===== config.mk =====
export PLATFORM = sky130hd
export DESIGN_NAME = masked_cam
export DESIGN_NICKNAME = d
export VERILOG_FILES = /design/src/rtl/masked_cam.sv
export SDC_FILE = /design/constraint.sdc
export NUM_CORES = 1
export LEC_CHECK = 0
export BUFFER_PORTS_ARGS = -buffer_cell sky130_fd_sc_hd__buf_2
export CAP_MARGIN = 20
export CORE_AREA = 2 2 116 118
export DETAILED_ROUTE_END_ITERATION = 10
export DIE_AREA = 0 0 118 120
export GPL_TIMING_DRIVEN = 0
export PLACE_DENSITY = 0.53
export REMOVE_ABC_BUFFERS = 1
export SYNTH_ARGS = -nofsm -noshare
export SYNTH_HDL_FRONTEND = slang
export SYNTH_SLANG_ARGS = --single-unit

===== constraint.sdc =====
create_clock -name clk -period 4.2 [get_ports clk]
set_clock_uncertainty 0.05 [all_clocks]
set_input_delay 0.42 -clock clk [delete_from_list [all_inputs] [get_ports clk]]
set_output_delay 0.42 -clock clk [all_outputs]
set_load 0.01 [all_outputs]

===== src/rtl/masked_cam.sv =====
module masked_cam #(
  parameter int WORDS = 8,
  parameter int WIDTH = 8,
  localparam int AW = (WORDS > 1) ? $clog2(WORDS) : 1
) (
  input  logic             clk,
  input  logic             rst_n,
  input  logic             pat_load,
  input  logic [WIDTH-1:0] pat_in,
  input  logic             mask_load,
  input  logic [WIDTH-1:0] mask_in,
  input  logic             wr_en,
  input  logic [AW-1:0]    wr_row,
  input  logic [WIDTH-1:0] wr_data,
  input  logic             lookup,
  output logic [WORDS-1:0] hit_vec,
  output logic             multi_hit,
  output logic             none_hit,
  output logic             rd_hit,
  output logic [AW-1:0]    rd_row,
  output logic [WIDTH-1:0] rd_data
);

  logic [WIDTH-1:0] mem [WORDS];
  logic [WORDS-1:0] occ;
  logic [WIDTH-1:0] pat_q, mask_q;
  logic [WORDS-1:0] cmp;

  always_ff @(posedge clk) begin
    if (!rst_n) begin
      pat_q  <= '0;
      mask_q <= '0;
    end else begin
      if (pat_load)  pat_q  <= pat_in;
      if (mask_load) mask_q <= mask_in;
    end
  end

  always_ff @(posedge clk) begin
    if (!rst_n) occ <= '0;
    else if (wr_en) occ[wr_row] <= 1'b1;
  end

  always_ff @(posedge clk)
    if (wr_en) mem[wr_row] <= wr_data;

  // each bit matches if equal (xnor) or not cared (~mask); row hits on AND of all bits
  for (genvar i = 0; i < WORDS; i++) begin : g_row
    assign cmp[i] = occ[i] & (&(~(pat_q ^ mem[i]) | ~mask_q));
  end

  always_ff @(posedge clk) begin
    if (!rst_n) begin
      hit_vec   <= '0;
      multi_hit <= 1'b0;
      none_hit  <= 1'b0;
    end else if (lookup) begin
      hit_vec   <= cmp;
      multi_hit <= ($countones(cmp) > 1);
      none_hit  <= (cmp == '0);
    end
  end

  always_comb begin
    rd_row = '0;
    for (int i = WORDS - 1; i >= 0; i--)
      if (hit_vec[i]) rd_row = AW'(i);
  end

  assign rd_hit  = |hit_vec;
  assign rd_data = rd_hit ? mem[rd_row] : '0;

  assert_unwritten_no_hit_R4: assert property (@(posedge clk) disable iff (!rst_n)
    (hit_vec & ~occ) == '0);

  assert_hold_R5: assert property (@(posedge clk) disable iff (!rst_n)
    !lookup |=> $stable(hit_vec) && $stable(multi_hit) && $stable(none_hit));

  assert_write_R1: assert property (@(posedge clk) disable iff (!rst_n)
    wr_en |=> occ[$past(wr_row)] && mem[$past(wr_row)] == $past(wr_data));

  assert_lowest_row_R7: assert property (@(posedge clk) disable iff (!rst_n)
    rd_hit |-> hit_vec[rd_row] && ((hit_vec & ((WORDS'(1) << rd_row) - WORDS'(1))) == '0));

  assert_multi_R8: assert property (@(posedge clk) disable iff (!rst_n)
    lookup |=> multi_hit == ($countones(hit_vec) > 1));

  assert_none_R9: assert property (@(posedge clk) disable iff (!rst_n)
    lookup |=> none_hit == !rd_hit);

  assert_full_mask_exact_R2: assert property (@(posedge clk) disable iff (!rst_n)
    (lookup && mask_q == '1 && occ[0] && mem[0] != pat_q) |=> !hit_vec[0]);

  assert_zero_mask_all_R3: assert property (@(posedge clk) disable iff (!rst_n)
    (lookup && mask_q == '0) |=> hit_vec == $past(occ));

endmodule


After elaboration in Yosys (flattened, before gate mapping)
Memories as Yosys holds them, arrays and structs flattened. Cells that the tools add are included.

Register bits: 34. Memory bits (writable): 64. Input port bits: 33. Output and inout port bits: 22. Logic and storage cells: 75. Memories: 1.

Memory list: mem (words 8, width 8, read ports 9, clocked after memory_dff 0, wr ports 1, line 24) `logic [WIDTH-1:0] mem [WORDS];`.

Add/subtract/negate cells: 7. Magnitude comparators: 3. Mux-type cells: 13. Bitwise operators: 34. Reduce and logical (&&, ||, !) cells: 11.

Operators by type and width (number): inverter 8 bit (9); bitwise OR 8 bit (9); AND reduction 8 bit (8); XOR 8 bit (8); 2-to-1 mux 3 bit (8); adder 1 x 1 -> 2 bit (4); bitwise AND 1 bit (8); zero test 8 bit (1); 2-to-1 mux 8 bit (1); OR reduction 8 bit (1); adder 2 x 2 -> 3 bit (2); adder 3 x 3 -> 4 bit (1); greater-than comparator 4 x 1 -> 1 bit (second input constant) (1); < comparator 3 x 4 -> 1 bit (second input constant) (1); demux 1 bit (select 3 bit) (1); >= comparator 3 x 1 -> 1 bit (second input constant) (1); 2-to-1 mux 1 bit (3); logical AND 1 bit (1).

Depth between registers and ports, before layout
An unclocked memory read counts as a cell.

Depth in word-level cells: 10. Gate-level depth with buffers: 15. Gate-level depth less buffers: 14.

Worst setup path before layout
No wires, ideal clock.

Path type: reg2reg. From: register pat_q[7]. To: register multi_hit. Library setup time: 0.126 ns. Data arrival time: 3.416 ns. Data required time: 4.024 ns. Setup slack: 0.608 ns. Stages on the path, launching flop included: 15. Buffers on the path: 1. Cells stage by stage: dfxtp_1 > buf_6 > xor2_1 > a22o_1 > a221oi_2 > and4_4 > fa_1 > inv_1 > fa_1 > fa_1 > inv_1 > ha_1 > fa_1 > o21ai_0 > a31oi_1.

Longest elaborated chain between the ends: 9. Elaborated cells between the ends (all ways): 48. Those cells by class: add/sub (7); order compare (1); bitwise (32); reduce/logical (8).

RTL lines: start: declaration (line 26) `logic [WIDTH-1:0] pat_q, mask_q;`; start signal: assignment (line 34) `if (pat_load) pat_q <= pat_in;`; XOR 8 bit (line 49) `assign cmp[i] = occ[i] & (&(~(pat_q ^ mem[i]) | ~mask_q));`; inverter 8 bit (line 49); bitwise OR 8 bit (line 49); AND reduction 8 bit (line 49); bitwise AND 1 bit (line 49); net cmp[3] (line 27) `logic [WORDS-1:0] cmp;`; adder 1 x 1 -> 2 bit (implied by the code) (line 59) `multi_hit <= ($countones(cmp) > 1);`; adder 2 x 2 -> 3 bit (implied by the code) (line 59); adder 3 x 3 -> 4 bit (implied by the code) (line 59); greater-than comparator 4 x 1 -> 1 bit (line 59); end signal: assignment (line 59); end: declaration (line 17) `output logic multi_hit,`.

The timed path passes the listed nets, and every way through them passes these cells. A chain may end at the register's enable or synchronous reset.

Worst setup path in the final report
From: register pat_q[1]. To: register multi_hit.

Same word-level chain as after synthesis.

==> flow_summary.json <==
{
  "antenna_left": 0,
  "die_area_um2": 14200,
  "final_cells": 678,
  "yosysWarningCount": 0,
  "rows": 42,
  "gp_congestion": 0.828,
  "core-area_um2": 13000,
  "cts_max_level": 3,
  "avgSynthCellArea_um2": 11.0,
  "p_leak_uw": 0.00237,
  "path_clk_slew_ps": 70,
  "ys_seq_elements": 98,
  "synth-main-ff-cell": "edfxtp_1",
  "finalWorstSetupSlack_ps": 215,
  "grt_pass1_vias": 3641,
  "setup_viol": 0,
  "syn_inst": 458,
  "cp-start-kind": "flip-flop",
  "stdcell_area_um2": 5720,
  "critPathCaptureType": "flip-flop",
  "p_per_area_nw_per_um2": 376,
  "startpoint": "pat_q[1]$_SDFFE_PN0P_",
  "status": "completed",
  "post-place-ws_ps": 108,
  "synth.most_common_cell": "nand2_1",
  "post-route-util_pct": 44.1,
  "r2r_start": "pat_q[1]$_SDFFE_PN0P_",
  "port_buffers": 54,
  "routed-via-count": 3573,
  "nets": 538,
  "clock-root-buffer": "clkbuf_16",
  "drt_pass1_iterations": 6,
  "timing.fmax_mhz": 251,
  "drtIter0Drc": 239,
  "die_x_um": 118,
  "async_flop_share_pct": 0,
  "syn_to_final_growth_pct": 13.8,
  "cts_hold_buf": 0,
  "placed_cells": 659,
  "wl_um": 13500,
  "wl_per_cell_um": 20.0,
  "drive_gt1_share_pct": 17.9,
  "synth_cell_types": 43,
  "synthTopCellsByCount": "nand2_1, edfxtp_1, xor2_1",
  "clk_latency_ps": 350,
  "hold_start": "pat_in[1]",
  "yosys-top-cells-area": "edfxtp_1, dfxtp_1, xor2_1",
  "post_dp_cell_area_um2": 5390,
  "finalCritPeriodShare_pct": 94.9,
  "vias_per_cell": 5.27,
  "ctsLongestPathBuffers": 2,
  "clock_sinks": 98,
  "hold_viol": 0,
  "critPathArrivalTime_ps": 4160,
  "seq_area_frac_synth_pct": 51.8,
  "dp_hpwl_um": 9500,
  "cp.required_ps": 4370,
  "cts_tree": "done",
  "worst-path-max-fanout": 9,
  "antenna_found_initial": 0,
  "period_needed_ps": 3980,
  "start_util_pct": 38.7,
  "slew-limit-headroom_pct": 29.9,
  "synth-edff-count": 64,
  "antenna_cells": 0,
  "yosys.area.top_type": "edfxtp_1",
  "crit_type": "reg2reg",
  "synth_top_area_share_pct": 38.2,
  "grt_pass1_wl_um": 21000,
  "tightest_slew_ps": 1050,
  "grt_overflow": 0,
  "max_cap_violations": 0,
  "cts_made_buffers": 9,
  "grt_max_degree": 36,
  "synth_area_um2": 5030,
  "setup_tns_ps": 0,
  "track_usage_pct": 20.2,
  "max-vdd-ir-drop_mv": 0.193,
  "io_pins": 55,
  "rsz0062_at_grt": "no",
  "hold_path_class": "in2reg",
  "chipHeight_um": 120,
  "route.detailed.drc": 0,
  "slew_viol_final": 0
}
sequential cells by signal, indices dropped and copies added (netlist names):
signal     count
hit_vec        8
mask_q         8
mem           64
multi_hit      1
none_hit       1
occ            8
pat_q          8
critical path, cell delays in order, from the launching register on:
cell and delay (ps):
dfxtp_1 660, xor2_1 160, a221oi_2 370, and4_4 320, fa_1 410, inv_1 80, fa_1 430, fa_1 490
inv_1 40, ha_1 190, fa_1 380, o21ai_0 180, a31oi_1 100
worst paths after layout:
check             slack (ps)  cells after the start                      to
hold reg to reg          410                      1     occ[5]$_SDFFE_PN0P_
setup reg to reg         220                     12  multi_hit$_SDFFE_PN0P_
setup / recovery         220                     12  multi_hit$_SDFFE_PN0P_
hold / removal           290                      3   pat_q[1]$_SDFFE_PN0P_
metrics by stage:
step	hold slack [ps]	total power, uW
after floorplan	383	1250
after global placement	393	1350
after detailed placement	398	1350
after CTS	279	2170
after global routing	283	2240
final	287	2150
cells in the final DEF, fill, tap and decap left out, types with 5 or more instances in the layout:
master and instances:
inv_1 13, edfxtp_1 64, a31oi_1 9, a222oi_1 8
nor2_1 9, a22oi_1 10, mux2i_1 24, dfxtp_1 31
nand3_1 26, buf_6 6, nand4_1 5, a32o_1 8
nand2_1 75, xor2_1 64, clkbuf_16 9, nor2b_1 28
o21a_1 8, buf_2 54
power breakdown:
part           total, uW  switching (uW)  internal, uW
sequential          1110            47.3          1060
combinational        222             129          93.6
clock                818             344           474
total               2150             520          1630
cell families (layout without fill, tap and decap cells):
family	count (synthesis)	in the layout	synth area share, %
xor+xnor	64	64	11.1
mux	24	24	4.78
fa+ha+maj	8	8	2.59
compound gates	57	57	9.81
flops	98	98	51.8
buf+inv	47	91	4.53
simple gates	160	160	15.4
area by class of cell:
class                           instances  area, um2
Fill cell                            1251       7260
Sequential cell                        98       2610
Multi-Input combinational cell        313       2210
Timing Repair Buffer                   60        338
Clock buffer                           12        246
Tap cell                              176        220
Inverter                               15       58.8
Clock inverter                          4       42.5
timing repair:
item / CTS / global route
resized for setup: 0 / 3
endpoints found under the setup margin: 0 / 1
buffers inserted: 0 / 0
layer usage:
layer / track usage (%) / routed length [um]
met1: 27.3 / 6260
met2: 32.0 / 6240
met3: 3.66 / 683
met4: 8.73 / 341
met5: 0 / 0
(Power assumes the default switching activity.)
